$ cat src/rtl/cam_pkg.sv
// Shared command encoding for the match store.
// Assumes a 3-bit command field; unknown codes act as no operation.
package cam_pkg;
    typedef enum logic [2:0] {
        OP_IDLE   = 3'd0,
        OP_LEARN  = 3'd1,
        OP_SEARCH = 3'd2,
        OP_NEXT   = 3'd3,
        OP_DROP   = 3'd4,
        OP_MASKWR = 3'd5
    } cam_op_e;
endpackage

$ cat src/rtl/cam_lowest.sv
// Finds the lowest set bit of a vector.
// Returns its index, a one-hot copy and an any-set flag; idx is 0 when empty.
module cam_lowest #(
    parameter int N = 8,
    localparam int IW = (N > 1) ? $clog2(N) : 1
) (
    input  logic [N-1:0]  vec,
    output logic [IW-1:0] idx,
    output logic [N-1:0]  onehot,
    output logic          any
);
    // Scan upward and keep the first set position.
    always_comb begin
        idx    = '0;
        onehot = '0;
        any    = 1'b0;
        for (int i = 0; i < N; i++) begin
            if (vec[i] && !any) begin
                idx       = IW'(i);
                onehot[i] = 1'b1;
                any       = 1'b1;
            end
        end
    end
endmodule

$ cat src/rtl/cam_slot_array.sv
// Slot storage with one compare unit per slot.
// Assumes at most one write and one clear per cycle; the caller never writes a valid slot.
module cam_slot_array #(
    parameter int ENTRIES = 8,
    parameter int KEY_W   = 8,
    parameter int DATA_W  = 8,
    localparam int AW = $clog2(ENTRIES)
) (
    input  logic              clk,
    input  logic              rst_n,
    input  logic              wr_en,
    input  logic [AW-1:0]     wr_idx,
    input  logic [KEY_W-1:0]  wr_key,
    input  logic [DATA_W-1:0] wr_data,
    input  logic              drop_en,
    input  logic [AW-1:0]     drop_idx,
    input  logic [KEY_W-1:0]  cmp_key,
    input  logic [KEY_W-1:0]  cmp_mask,
    input  logic [AW-1:0]     rd_idx,
    output logic [ENTRIES-1:0] valid_vec,
    output logic [ENTRIES-1:0] match_vec,
    output logic [KEY_W-1:0]  rd_key,
    output logic [DATA_W-1:0] rd_data
);
    logic [KEY_W-1:0]  key_q  [ENTRIES];
    logic [DATA_W-1:0] data_q [ENTRIES];

    for (genvar g = 0; g < ENTRIES; g++) begin : g_slot
        // Hold one slot's key, data and valid bit.
        always_ff @(posedge clk) begin
            if (!rst_n) begin
                valid_vec[g] <= 1'b0;
                key_q[g]     <= '0;
                data_q[g]    <= '0;
            end else if (wr_en && wr_idx == AW'(g)) begin
                valid_vec[g] <= 1'b1;
                key_q[g]     <= wr_key;
                data_q[g]    <= wr_data;
            end else if (drop_en && drop_idx == AW'(g)) begin
                valid_vec[g] <= 1'b0;
            end
        end
        // Masked compare: mask bit 1 means don't-care.
        assign match_vec[g] = valid_vec[g] && (((key_q[g] ^ cmp_key) & ~cmp_mask) == '0);
    end

    assign rd_key  = key_q[rd_idx];
    assign rd_data = data_q[rd_idx];


    free_slot_chk: assert property (@(posedge clk) disable iff (!rst_n)
        wr_en |-> !valid_vec[wr_idx]);

    drop_clears_chk: assert property (@(posedge clk) disable iff (!rst_n)
        drop_en && !wr_en |=> !valid_vec[$past(drop_idx)]);
endmodule

$ cat src/rtl/assoc_match_store.sv
// Maskable associative store: learn into first free slot, masked parallel
// search, latched pending-match vector walked in ascending order by next.
// Assumes one command per cycle on op_valid/op_code.
module assoc_match_store
    import cam_pkg::*;
#(
    parameter int ENTRIES = 8,
    parameter int KEY_W   = 8,
    parameter int DATA_W  = 8,
    parameter int MASKS   = 4,
    localparam int AW = $clog2(ENTRIES),
    localparam int SW = $clog2(MASKS)
) (
    input  logic              clk,
    input  logic              rst_n,
    input  logic              op_valid,
    input  logic [2:0]        op_code,
    input  logic [KEY_W-1:0]  op_key,
    input  logic [DATA_W-1:0] op_data,
    input  logic [AW-1:0]     op_addr,
    input  logic [SW-1:0]     op_msel,
    output logic              hit,
    output logic              multi_hit,
    output logic [AW-1:0]     hit_addr,
    output logic [KEY_W-1:0]  hit_key,
    output logic [DATA_W-1:0] hit_data,
    output logic              learn_fail
);
    logic [KEY_W-1:0]   mask_q [MASKS];
    logic [ENTRIES-1:0] pend_q;
    logic [ENTRIES-1:0] valid_vec, match_vec, free_hot, pend_hot;
    logic [AW-1:0]      free_idx;
    logic               free_any, pend_any;
    logic               do_learn, do_search, do_next, do_drop, do_maskwr, wr_ok;

    // Decode the command strobe.
    always_comb begin
        do_learn  = op_valid && cam_op_e'(op_code) == OP_LEARN;
        do_search = op_valid && cam_op_e'(op_code) == OP_SEARCH;
        do_next   = op_valid && cam_op_e'(op_code) == OP_NEXT;
        do_drop   = op_valid && cam_op_e'(op_code) == OP_DROP;
        do_maskwr = op_valid && cam_op_e'(op_code) == OP_MASKWR;
        wr_ok     = do_learn && free_any;
    end

    cam_lowest #(.N(ENTRIES)) u_free (
        .vec(~valid_vec), .idx(free_idx), .onehot(free_hot), .any(free_any));

    cam_lowest #(.N(ENTRIES)) u_pend (
        .vec(pend_q), .idx(hit_addr), .onehot(pend_hot), .any(pend_any));

    cam_slot_array #(.ENTRIES(ENTRIES), .KEY_W(KEY_W), .DATA_W(DATA_W)) u_slots (
        .clk(clk), .rst_n(rst_n),
        .wr_en(wr_ok), .wr_idx(free_idx), .wr_key(op_key), .wr_data(op_data),
        .drop_en(do_drop), .drop_idx(op_addr),
        .cmp_key(op_key), .cmp_mask(mask_q[op_msel]),
        .rd_idx(hit_addr),
        .valid_vec(valid_vec), .match_vec(match_vec),
        .rd_key(hit_key), .rd_data(hit_data));

    // Load the selected mask register.
    always_ff @(posedge clk) begin
        for (int m = 0; m < MASKS; m++) begin
            if (!rst_n)
                mask_q[m] <= '0;
            else if (do_maskwr && op_msel == SW'(m))
                mask_q[m] <= op_key;
        end
    end

    // Capture, step or discard the pending-match vector.
    always_ff @(posedge clk) begin
        if (!rst_n)
            pend_q <= '0;
        else if (do_search)
            pend_q <= match_vec;
        else if (do_next)
            pend_q <= pend_q & ~pend_hot;
        else if (do_learn || do_drop || do_maskwr)
            pend_q <= '0;
    end

    // Record whether the last learn found no free slot.
    always_ff @(posedge clk) begin
        if (!rst_n)
            learn_fail <= 1'b0;
        else if (do_learn)
            learn_fail <= !free_any;
        else if (do_drop)
            learn_fail <= 1'b0;
    end

    assign hit       = pend_any;
    assign multi_hit = $countones(pend_q) > 1;


    full_hold_chk: assert property (@(posedge clk) disable iff (!rst_n)
        do_learn && (&valid_vec) |=> learn_fail && $stable(valid_vec));

    learn_grow_chk: assert property (@(posedge clk) disable iff (!rst_n)
        wr_ok |=> $countones(valid_vec) == $countones($past(valid_vec)) + 1);

    next_step_chk: assert property (@(posedge clk) disable iff (!rst_n)
        do_next && hit |=> $countones(pend_q) == $countones($past(pend_q)) - 1);

    pend_flush_chk: assert property (@(posedge clk) disable iff (!rst_n)
        do_learn || do_drop || do_maskwr |=> !hit);

    multi_imp_chk: assert property (@(posedge clk) disable iff (!rst_n)
        multi_hit |-> hit);

    hit_valid_chk: assert property (@(posedge clk) disable iff (!rst_n)
        do_search |=> !hit || valid_vec[hit_addr]);
endmodule

$ cat config.mk
export PLATFORM = sky130hd
export DESIGN_NAME = assoc_match_store
export DESIGN_NICKNAME = d
export VERILOG_FILES = /design/src/rtl/cam_pkg.sv /design/src/rtl/cam_lowest.sv /design/src/rtl/cam_slot_array.sv /design/src/rtl/assoc_match_store.sv
export SDC_FILE = /design/constraint.sdc
export NUM_CORES = 1
export LEC_CHECK = 0
export ABC_AREA = 1
export ABC_CLOCK_PERIOD_IN_PS = 4200
export BUFFER_PORTS_ARGS = -buffer_cell sky130_fd_sc_hd__buf_2
export CORE_UTILIZATION = 62
export CTS_CLUSTER_SIZE = 30
export DETAILED_ROUTE_END_ITERATION = 7
export HOLD_SLACK_MARGIN = 0.05
export PLACE_DENSITY = 0.79
export SLEW_MARGIN = 15
export SYNTH_ARGS = -nofsm -noshare
export SYNTH_HDL_FRONTEND = slang
export SYNTH_SLANG_ARGS = --single-unit
$ cat constraint.sdc
create_clock -name clk -period 4.2 [get_ports clk]
set_clock_uncertainty 0.1 [all_clocks]
set_input_delay 0.42 -clock clk [delete_from_list [all_inputs] [get_ports clk]]
set_output_delay 0.42 -clock clk [all_outputs]
set_load 0.05 [all_outputs]
# Word-level counts from Yosys, hierarchy flattened
# Memory sizes are Yosys's and may differ from the RTL's.
# Cells that the tools add are included.
classes:
  addsub: 7
  mul: 0
  div: 0
  n_lt_le_gt_ge: 1
  n_eq_ne: 22
  n_shift: 0
  muxes: 115
  n_bitwise: 40
  n_reduce_logical: 86
ops:
  columns: ["operator", "count"]
  rows:
  - ["$mux W8", 23]
  - ["$mux W1", 80]
  - ["$and A8 B8 Y8", 9]
  - ["$logic_not A8 Y1", 8]
  - ["$xor A8 B8 Y8", 8]
  - ["$logic_and A1 B1 Y1", 48]
  - ["$eq A3 B3 Y1 const B", 10]
  - ["$mux W3", 8]
  - ["$not A8 Y8", 3]
  - ["$or A1 B1 Y1", 20]
  - ["$eq A3 B2 Y1 const B", 6]
  - ["$reduce_bool A2 Y1", 9]
  - ["$logic_not A1 Y1", 15]
  - ["$eq A3 B1 Y1 const B", 3]
  - ["$add A1 B1 Y2", 4]
  - ["$mux W2", 4]
  - ["$add A2 B2 Y3", 2]
  - ["$logic_not A3 Y1", 2]
  - ["$add A3 B3 Y4", 1]
  - ["$eq A2 B2 Y1 const B", 2]
  - ["$gt A4 B1 Y1 const B", 1]
  - ["$reduce_bool A3 Y1", 1]
  - ["$eq A2 B1 Y1 const B", 1]
  - ["$logic_not A2 Y1", 1]
  - ["$logic_or A1 B1 Y1", 2]
word_totals:
  register_bits: 17
  latch_bits: 0
  mem_bits_rw: 160
  rom_bits: 0
  in_bits: 27
  output_inout_bits: 22
  elab_cells: 284
  n_memories: 3
mem_list:
  columns: ["memory", "depth", "width", "rd", "rd_clocked_by_memory_dff", "wr", "line_no", "rtl"]
  rows:
  - ["u_slots.data_q", 8, 8, 1, 0, 8, "cam_slot_array.sv:26", "logic [DATA_W-1:0] data_q [ENTRIES];"]
  - ["u_slots.key_q", 8, 8, 9, 0, 8, "cam_slot_array.sv:25", "logic [KEY_W-1:0] key_q [ENTRIES];"]
  - ["mask_q", 4, 8, 1, 0, 4, "assoc_match_store.sv:29", "logic [KEY_W-1:0] mask_q [MASKS];"]

# Depth between registers and ports, before layout
# Gate-level depths: netlist of the first run.
logic_depth:
  depth_word: 29
  depth_mapped: 16
  ltp_nobuf: 14

# Modules after synthesis
# A second synthesis of the first run with hierarchy kept.
hier_totals:
  cells_unflattened: 1236
  area_unflattened_um2: 9915.8
by_module_without_submodules:
  columns: ["module", "instances", "cells_per_inst", "area_per_inst_um2", "seq_area_each_um2"]
  rows:
  - ["cam_slot_array", 1, 915, 7308.3, 4003.8]
  - ["assoc_match_store", 1, 257, 2277.2, 1141.1]
  - ["cam_lowest", 2, 32, 165.2, 0.0]

# Least setup slack after synthesis of the first run
# No wires, ideal clock.
synth_path:
  kind: "register to output"
  startpoint: "reg pend_q[1]"
  endpoint: "out multi_hit"
  t_arrival_ns: 3.213
  t_required_ns: 3.680
  path_slack_ns: 0.467
  stages_incl_launch_ff: 10
  path_buffers: 0
  cell_sequence: "dfxtp_1 -> fa_1 -> inv_1 -> fa_1 -> fa_1 -> inv_1 -> ha_1 -> inv_1 -> fa_1 -> o211ai_1"
synth_via:
  elab_chain_cells: 4
synth_rtl:
  columns: ["item", "line_no", "rtl"]
  rows:
  - ["from (decl)", "assoc_match_store.sv:30", "logic [ENTRIES-1:0] pend_q;"]
  - ["from (signal assigned)", "assoc_match_store.sv:76", "pend_q <= match_vec;"]
  - ["from (signal assigned)", "assoc_match_store.sv:78", "pend_q <= pend_q & ~pend_hot;"]
  - ["$add A1 B1 Y2 (not written as such)", "assoc_match_store.sv:94", "assign multi_hit = $countones(pend_q) > 1;"]
  - ["$add A2 B2 Y3 (not written as such)", "assoc_match_store.sv:94", null]
  - ["$add A3 B3 Y4 (not written as such)", "assoc_match_store.sv:94", null]
  - ["$gt A4 B1 Y1", "assoc_match_store.sv:94", null]
  - ["to (decl)", "assoc_match_store.sv:23", "output logic multi_hit,"]
# No other way between the ends.

# Worst setup path after layout of the first run
# Same ends and word-level chain as after synthesis.

==> results of run 1 <==
==> state kept, by name, indices dropped and copies added (netlist names) <==
signal / cells
learn_fail: 1
u_slots.valid_vec: 8
u_slots.data_q: 64
pend_q: 8
mask_q: 32
u_slots.key_q: 64
==> area by class of cell <==
type / count / area (sq um)
Tap cell: 216 / 270
Clock buffer: 18 / 429
Timing Repair Buffer: 57 / 308
Multi-Input combinational cell: 812 / 3990
Antenna cell: 1 / 2.50
Fill cell: 1266 / 4830
Sequential cell: 177 / 5140
Inverter: 212 / 796
Clock inverter: 14 / 179
==> Yosys cell counts (all sizes together) <==
master	number	area share
nor2	223	0.083
nand2	222	0.082
nand3	213	0.11
inv	212	0.078
edfxtp	160	0.47
xor2	51	0.044
clkbuf	40	0.015
a21oi	29	0.014
o21ai	27	0.014
buf	18	0.010
dfxtp	17	0.034
xnor2	12	0.010
nand4	10	0.0086
ha	6	0.0074
nor3	6	0.0041
fa	4	0.0079
o211ai	2	0.0015
o31ai	2	0.0015
a21o	1	0.00086
a22oi	1	0.00074
a31oi	1	0.00062
nor4	1	0.00062
or2	1	0.00062
==> layout by cell type (no fill, tap or decap), drive strengths merged, types with 10 or more instances in the layout <==
cell    instances
a21oi          29
buf            57
clkbuf         18
dfxtp          17
edfxtp        160
inv           217
nand2         222
nand3         213
nand4          10
nor2          223
o21ai          27
xnor2          12
xor2           51
==> power by group through the flow <==
| stage | Combinational [W] | Clock (W) | Sequential [W] |
|---|---|---|---|
| 5_1_grt | 0.000548 | 0.00173 | 0.00202 |
| 3_5_place_dp | 0.000492 | 0 | 0.00205 |
| 4_1_cts | 0.000499 | 0.00166 | 0.00201 |
| 2_1_floorplan | 0.000346 | 0 | 0.00204 |
| 6_report | 0.000512 | 0.00166 | 0.00201 |
| 3_3_place_gp | 0.000487 | 0 | 0.00204 |
==> worst register-to-register path, stage by stage (launching register included) <==
cell     delay [ns]
dfxtp_1        0.46
nand2_2        0.15
nor3_4         0.24
nand4_2        0.15
o21ai_2        0.42
inv_2          0.19
nand3_1        0.16
nand2_1        0.61
==> per-layer routing <==
layer | wire [microns] | share of wire | vias to the layer above | track usage
li1 | - | - | 4054 | -
met1 | 11100 | 0.39 | 4016 | 0.490
met2 | 12900 | 0.45 | 573 | 0.540
met3 | 3510 | 0.12 | 87 | 0.0730
met4 | 938 | 0.033 | 0 | 0.142
met5 | 0 | 0 | - | 0
==> per-stage QoR <==
stage	instance area [sq um]	worst slack, ns	std cells	hold slack, ns	util
final	11100	0.205	1507	0.272	0.697
after global routing	11100	0.00639	1506	0.298	0.697
after CTS	11100	0.199	1506	0.281	0.697
after detailed placement	10500	0.672	1474	0.395	0.659
after global placement	10500	0.742	1474	0.375	0.659
after floorplan	10200	0.467	1259	0.357	-
==> worst min-delay path by stage <==
stage                           end  slack (ns)  depth (start not counted)
5_1_grt                  learn_fail        0.30                          4
2_1_floorplan             pend_q[5]        0.36                          2
6_report       u_slots.valid_vec[0]        0.27                          5
3_3_place_gp              pend_q[5]        0.38                          2
3_5_place_dp              pend_q[5]        0.40                          2
4_1_cts        u_slots.valid_vec[0]        0.28                          5
==> kinds of logic after synthesis <==
kind of cell | count (synthesis) | share of synthesized area
buffers and inverters | 270 | 0.103
AO/OA/AOI/OAI | 63 | 0.0332
XOR/XNOR | 63 | 0.0544
flip-flops | 177 | 0.507
AND/OR/NAND/NOR | 676 | 0.287
adder cells (fa/ha/maj) | 10 | 0.0153
==> results.json, run 1 <==
{
  "outcome": "complete, no violations",
  "worst-path-buf-inv": 4,
  "syn_area_sq_um": 10200,
  "grt_overflow": 0,
  "htreeDepth": 4,
  "portBuffers": 48,
  "hold_viol": 0,
  "root_buffer": "clkbuf_16",
  "start_kind": "flip-flop",
  "wl_microns": 28500,
  "fin_tns_setup_ns": 0,
  "required_ns": 3.68,
  "rsz0062_at_grt": "no",
  "rrSetupSlack_ns": 1.22,
  "place_hpwl_microns": 17500,
  "clk_latency_ns": 0.44,
  "ir_worst_vdd_mv": 0.276,
  "cp-startpoint": "pend_q[1]",
  "first_pass_iters": 6,
  "grt_pass1_wl_microns": 43100,
  "cts.sinks": 177,
  "core_sq_um": 15900,
  "start_util": 0.637,
  "period_needed_ns": 4.00,
  "crit_chain": "fa_1 -> inv_1 -> fa_1 -> fa_1 -> inv_1 -> ha_1 -> inv_1 -> fa_1 -> nor2_1 -> nand2_1 -> nand2_1 -> o211ai_1 -> buf_2",
  "power.internal_w": 0.00306,
  "ios": 49,
  "drc": 0,
  "antenna_found_initial": 1,
  "clk_path_buf_depth": 2,
  "pwr-share-clk": 0.397,
  "dr.first_iter.drc_count": 1156,
  "place.gp.congestion": 0.901,
  "p_leak_nw": 5.27,
  "avgSynthCellArea_sq_um": 8.06,
  "crit_path_end_kind": "output pin",
  "grtUsageTotal": 0.352,
  "worst_path_largest_cell_delay_ns": 0.54,
  "cts_resized": 0,
  "tritoncts": "done",
  "dr_total_vias": 8730,
  "switching_share": 0.270,
  "hold_start": "op_code[0]",
  "hp-class": "in -> reg",
  "cts_buffers": 17,
  "slew_violations": 0,
  "comb_power_share": 0.122,
  "dieHeight_microns": 130,
  "cts_setup_buffers": 0,
  "drive_gt1_frac": 0.0860,
  "sequentialPowerShare": 0.480,
  "relSlewSlack": 0.306,
  "cp_slowest_cell": "fa_1",
  "fin_crit_sh": 0.951,
  "rr_worst_depth": 7,
  "arrival_ns": 3.48,
  "area_growth_pct": 9.49,
  "rr_endpoint": "u_slots.data_q[4][7]",
  "syn_inst": 1259,
  "die_w_microns": 130,
  "seq_area_frac_synth": 0.507,
  "die_area_sq_um": 16900,
  "clkTransAtPathRegs_ns": 0.07,
  "crit_type": "reg -> out",
  "synth-warning-count": 0,
  "drv.max_cap_violation_count": 0,
  "cpMostUsedCell": "fa_1",
  "worstPathMaxFanout": 5,
  "r2r-start": "u_slots.valid_vec[0]",
  "worstSetupEndpoint": "multi_hit",
  "max_freq_mhz": 250,
  "drtAntennaViolNets": 0,
  "via_per_inst": 5.79,
  "wl_per_cell_microns": 18.9,
  "power_density_nw_per_um2": 377,
  "grt_pass1_vias": 7907,
  "cp_num_cells": 13,
  "setup-violations-final": 0,
  "grt_max_degree": 66,
  "holdBufCountCts": 0,
  "syn-num-nets": 1296,
  "worstMarginPinSlew_ns": 1.04,
  "ys_ff_latch": 177,
  "fp-row-count": 46,
  "synth.distinct_cells": 33,
  "power_w": 0.00419,
  "num-nets-final": 1314,
  "p_sw_w": 0.00113,
  "cp_top_family": "adder cells"
}
Power figures use the tool's default switching activity.
==> run 2, diff against run 1 <==
--- a/config.mk
+++ b/config.mk
@@ -7,7 +7,7 @@
 export LEC_CHECK = 0
 export ABC_AREA = 1
 export ABC_CLOCK_PERIOD_IN_PS = 4200
-export BUFFER_PORTS_ARGS = -buffer_cell sky130_fd_sc_hd__buf_2
+export BUFFER_PORTS_ARGS = -buffer_cell sky130_fd_sc_hd__buf_4
 export CORE_UTILIZATION = 62
 export CTS_CLUSTER_SIZE = 30
 export DETAILED_ROUTE_END_ITERATION = 7
==> results.json, run 2 (synthesis results as in run 1) <==
{
  "worstMarginPinSlew_ns": 1.21,
  "drive_gt1_frac": 0.0853,
  "ios": 49,
  "max_freq_mhz": 252,
  "pre_cts_ws_ns": 0.695,
  "num-nets-final": 1313,
  "grtUsageTotal": 0.348,
  "arrival_ns": 3.44,
  "hold_viol": 0,
  "power.internal_w": 0.00301,
  "fp-row-count": 46,
  "start_util": 0.637,
  "pwr-share-clk": 0.384,
  "outcome": "complete, no violations",
  "wl_microns": 28100,
  "core_sq_um": 15900,
  "multi_input_area_sq_um": 3990,
  "grt_max_degree": 66,
  "drc": 0,
  "sequentialPowerShare": 0.488,
  "area_growth_pct": 10.3,
  "crit_path_end_kind": "output pin",
  "ir_worst_vdd_mv": 0.319,
  "switching_share": 0.270,
  "top_regs": "u_slots.data_q (64), u_slots.key_q (64), mask_q (32)",
  "place.gp.congestion": 0.970,
  "drtAntennaViolNets": 0,
  "comb_power_share": 0.128,
  "power_density_nw_per_um2": 368,
  "clkTransAtPathRegs_ns": 0.07,
  "drv.max_cap_violation_count": 0,
  "cts_setup_buffers": 0,
  "p_sw_w": 0.00111,
  "holdBufCountCts": 0,
  "worstPathMaxFanout": 5,
  "fillCellCount": 1268,
  "diodes": 0,
  "hp-class": "in -> reg",
  "via_per_inst": 5.81,
  "clk_latency_ns": 0.44,
  "cts_buffers": 17,
  "root_buffer": "clkbuf_16",
  "dr_total_vias": 8743,
  "cts_resized": 0,
  "first_pass_iters": 6,
  "antenna_found_initial": 0,
  "grt_pass1_vias": 7832,
  "setup-violations-final": 0,
  "fin_ws_ns": 0.238,
  "cts.sinks": 177,
  "crit_type": "reg -> out",
  "place_hpwl_microns": 17400,
  "period_needed_ns": 3.96,
  "seq_area_sq_um": 5140,
  "die_w_microns": 130,
  "grt_overflow": 0,
  "fin_tns_setup_ns": 0,
  "final_cell_mix": "nor2_1 (219), nand2_1 (219), inv_1 (211)",
  "die_area_sq_um": 16900,
  "start_kind": "flip-flop",
  "fin_crit_sh": 0.943,
  "grt_pass1_wl_microns": 42500,
  "tritoncts": "done",
  "p_leak_nw": 5.28,
  "htreeDepth": 4,
  "required_ns": 3.68,
  "dieHeight_microns": 130,
  "portBuffers": 48,
  "relSlewSlack": 0.194,
  "clk_path_buf_depth": 2,
  "dr.first_iter.drc_count": 1336,
  "slew_violations": 0,
  "wl_per_cell_microns": 18.7,
  "rsz0062_at_grt": "no"
}
[run 2: path summary, 6_finish.rpt]
kind / start / to / depth (start not counted) / slack (ns)
setup / recovery: pend_q[1] / multi_hit / 13 / 0.24
hold reg to reg: pend_q[5] / pend_q[5] / 2 / 0.39
setup reg to reg: u_slots.valid_vec[0] / u_slots.data_q[4][4] / 7 / 1.26
hold / removal: op_code[1] / learn_fail / 4 / 0.27
[run 2: per-stage QoR]
stage	power [W]	instance area [sq um]	hold WS [ns]	cells	util
CTS	0.00409	11200	0.256	1505	0.702
floorplan	0.00239	10200	0.357	1259	-
global route	0.00423	11200	0.307	1505	0.702
detailed placement	0.00256	10600	0.386	1473	0.666
finish	0.00412	11200	0.271	1505	0.702
global placement	0.00255	10600	0.385	1473	0.666
[run 2: cell type report]
class	instances	area share
Clock buffer	17	0.0380
Clock inverter	15	0.0137
Inverter	212	0.0711
Multi-Input combinational cell	812	0.356
Sequential cell	177	0.460
Tap cell	216	0.0241
Timing Repair Buffer	56	0.0376
[run 2: routing by layer]
layer  track usage  vias up  part of all wire
met4         0.142        0             0.025
met2         0.538      576              0.46
met5             0        -                 0
met1         0.488     4055              0.39
met3        0.0631       63              0.12
li1              -     4049                 -
[run 2: worst max-delay path: stages (launching register included)]
cell and delay [ns]:
dfxtp_1 0.36, fa_1 0.54, inv_1 0.05, fa_1 0.49
fa_1 0.42, inv_1 0.07, ha_1 0.15, inv_1 0.05
fa_1 0.39, nor2_1 0.10, nand2_1 0.05, nand2_1 0.05
o211ai_1 0.08, buf_4 0.20
[run 2: power groups by stage]
stage | clock (W) | combinational [W] | sequential (W)
after floorplan | 0 | 0.000346 | 0.00204
after global placement | 0 | 0.000506 | 0.00204
after detailed placement | 0 | 0.000510 | 0.00205
after CTS | 0.00157 | 0.000515 | 0.00201
after global routing | 0.00165 | 0.000565 | 0.00202
final | 0.00158 | 0.000526 | 0.00201
==> run 3, diff against run 2 <==
--- a/config.mk
+++ b/config.mk
@@ -7,10 +7,11 @@
 export LEC_CHECK = 0
 export ABC_AREA = 1
 export ABC_CLOCK_PERIOD_IN_PS = 4200
-export BUFFER_PORTS_ARGS = -buffer_cell sky130_fd_sc_hd__buf_4
-export CORE_UTILIZATION = 62
+export CORE_UTILIZATION = 64
 export CTS_CLUSTER_SIZE = 30
 export DETAILED_ROUTE_END_ITERATION = 7
+export DONT_BUFFER_PORTS = 1
+export GPL_TIMING_DRIVEN = 0
 export HOLD_SLACK_MARGIN = 0.05
 export PLACE_DENSITY = 0.79
 export SLEW_MARGIN = 15
==> results.json, run 3 (synthesis results as in run 1) <==
{
  "outcome": "finished with violations",
  "failed_checks": "setup timing",
  "worstMarginPinSlew_ns": 1.02,
  "dpl.cell_count": 1473,
  "place_hpwl_microns": 20900,
  "pre_cts_ws_ns": 0.364,
  "relSlewSlack": 0.318,
  "drtAntennaViolNets": 0,
  "antenna_found_initial": 0,
  "cp_slowest_cell": "o211ai_1",
  "rsz0062_at_grt": "yes",
  "num-nets-final": 1318,
  "cts_buffers": 17,
  "slew_violations": 0,
  "power_w": 0.00415,
  "p_leak_nw": 5.14,
  "clk_latency_ns": 0.44,
  "min_path_cells": 2,
  "cp_top_family": "adder cells",
  "drc": 0,
  "hold_ws_ns": 0.123,
  "fillCellCount": 1206,
  "worst_path_largest_cell_delay_ns": 0.81,
  "htreeDepth": 4,
  "grtUsageTotal": 0.371,
  "holdBufCountCts": 0,
  "grtUsageMet2": 0.579,
  "ir_worst_vdd_mv": 0.339,
  "fin_ws_ns": -0.0164,
  "crit_path_end_kind": "output pin",
  "tritoncts": "done",
  "grt_max_degree": 17,
  "required_ns": 3.68,
  "rr_worst_depth": 7,
  "top_regs": "u_slots.data_q (64), u_slots.key_q (64), mask_q (32)",
  "arrival_ns": 3.70,
  "use_met1": 0.485,
  "multi_input_area_sq_um": 3980,
  "fin_cells": 1505,
  "die_area_sq_um": 16400,
  "crit_type": "reg -> out",
  "worst-path-buf-inv": 3,
  "fp-row-count": 45,
  "grt_overflow": 0,
  "diodes": 0,
  "via_per_inst": 5.81,
  "wl_microns": 29400,
  "wl_per_cell_microns": 19.6,
  "worstPathMaxFanout": 5,
  "die_w_microns": 128,
  "final_cell_mix": "nand2_1 (221), nor2_1 (220), inv_1 (211)",
  "start_kind": "flip-flop",
  "dr_total_vias": 8746,
  "core_sq_um": 15300,
  "design_area_sq_um": 11100,
  "dieHeight_microns": 128,
  "dpl-instance-area_sq_um": 10500,
  "area_growth_pct": 9.23,
  "root_buffer": "clkbuf_16",
  "drive_gt1_frac": 0.0549,
  "period_needed_ns": 4.22,
  "power_density_nw_per_um2": 374,
  "first_pass_iters": 6,
  "hold_viol": 0,
  "use_met3": 0.106,
  "max_freq_mhz": 237,
  "grt_pass1_wl_microns": 43600,
  "grt-busiest-layer": "met2",
  "ios": 49,
  "crit_chain": "fa_1 -> inv_1 -> fa_1 -> fa_1 -> inv_1 -> ha_2 -> inv_1 -> fa_2 -> o211ai_1",
  "portBuffers": 0,
  "seq_area_sq_um": 5150,
  "place.gp.congestion": 1.00,
  "final_common_cell": "nand2_1",
  "hp-class": "in -> reg",
  "setup-violations-final": 1,
  "start_util": 0.663,
  "cts.sinks": 177,
  "grt_pass1_vias": 8031,
  "dr.first_iter.drc_count": 1151,
  "drv.max_cap_violation_count": 0,
  "cp_num_cells": 9,
  "clkTransAtPathRegs_ns": 0.06,
  "fin_crit_sh": 1.00,
  "clk_path_buf_depth": 2
}
## run 3: cell types whose count changed in the layout (fill, tap and decap cells not counted), moves of 2 or more
| cell | delta |
|---|---|
| buf_4 | -55 |
| clkbuf_1 | +37 |
| buf_2 | +8 |
| buf_1 | +6 |
| buf_6 | +5 |
| clkbuf_2 | +3 |
| clkinvlp_4 | -2 |
| nand2_1 | +2 |
| nand2_2 | -2 |
## run 3: path summary, 6_finish.rpt
check                        from  slack (ns)                   end
max                     pend_q[1]       -0.02             multi_hit
min                    op_addr[2]        0.12  u_slots.valid_vec[3]
max reg2reg  u_slots.valid_vec[2]        1.23  u_slots.data_q[7][4]
min reg2reg  u_slots.valid_vec[7]        0.41  u_slots.valid_vec[7]
## run 3: area by class of cell
| cell class | instances | area share |
|---|---|---|
| Clock buffer | 17 | 0.0384 |
| Multi-Input combinational cell | 812 | 0.359 |
| Clock inverter | 15 | 0.0161 |
| Inverter | 212 | 0.0718 |
| Tap cell | 211 | 0.0238 |
| Buffer | 58 | 0.0232 |
| Timing Repair Buffer | 3 | 0.00339 |
| Sequential cell | 177 | 0.464 |
## run 3: what timing repair did
action                                  in CTS  in global routing
pin swaps                                    1                  1
buffers inserted                             0                  0
endpoints found under the setup margin       4                 10
resized for setup                            3                  6
## run 3: per-stage QoR
step,setup TNS (ns),util
after floorplan,0,-
after global placement,0,0.680
after detailed placement,0,0.684
after CTS,-0.0368,0.724
after global routing,-0.144,0.724
final,-0.0164,0.724
## run 3: layer usage
metal,part of all wire,vias up,wire length (microns)
li1,-,4060,-
met4,0.032,0,955
met2,0.45,597,13400
met3,0.13,90,3810
met5,0,-,0
met1,0.38,3999,11300
## run 3: power by group
group,switching (W),internal (W),total [W]
clock,0.000706,0.000944,0.00165
combinational,0.000375,0.000115,0.000490
sequential,0.0000312,0.00198,0.00201
total,0.00111,0.00304,0.00415
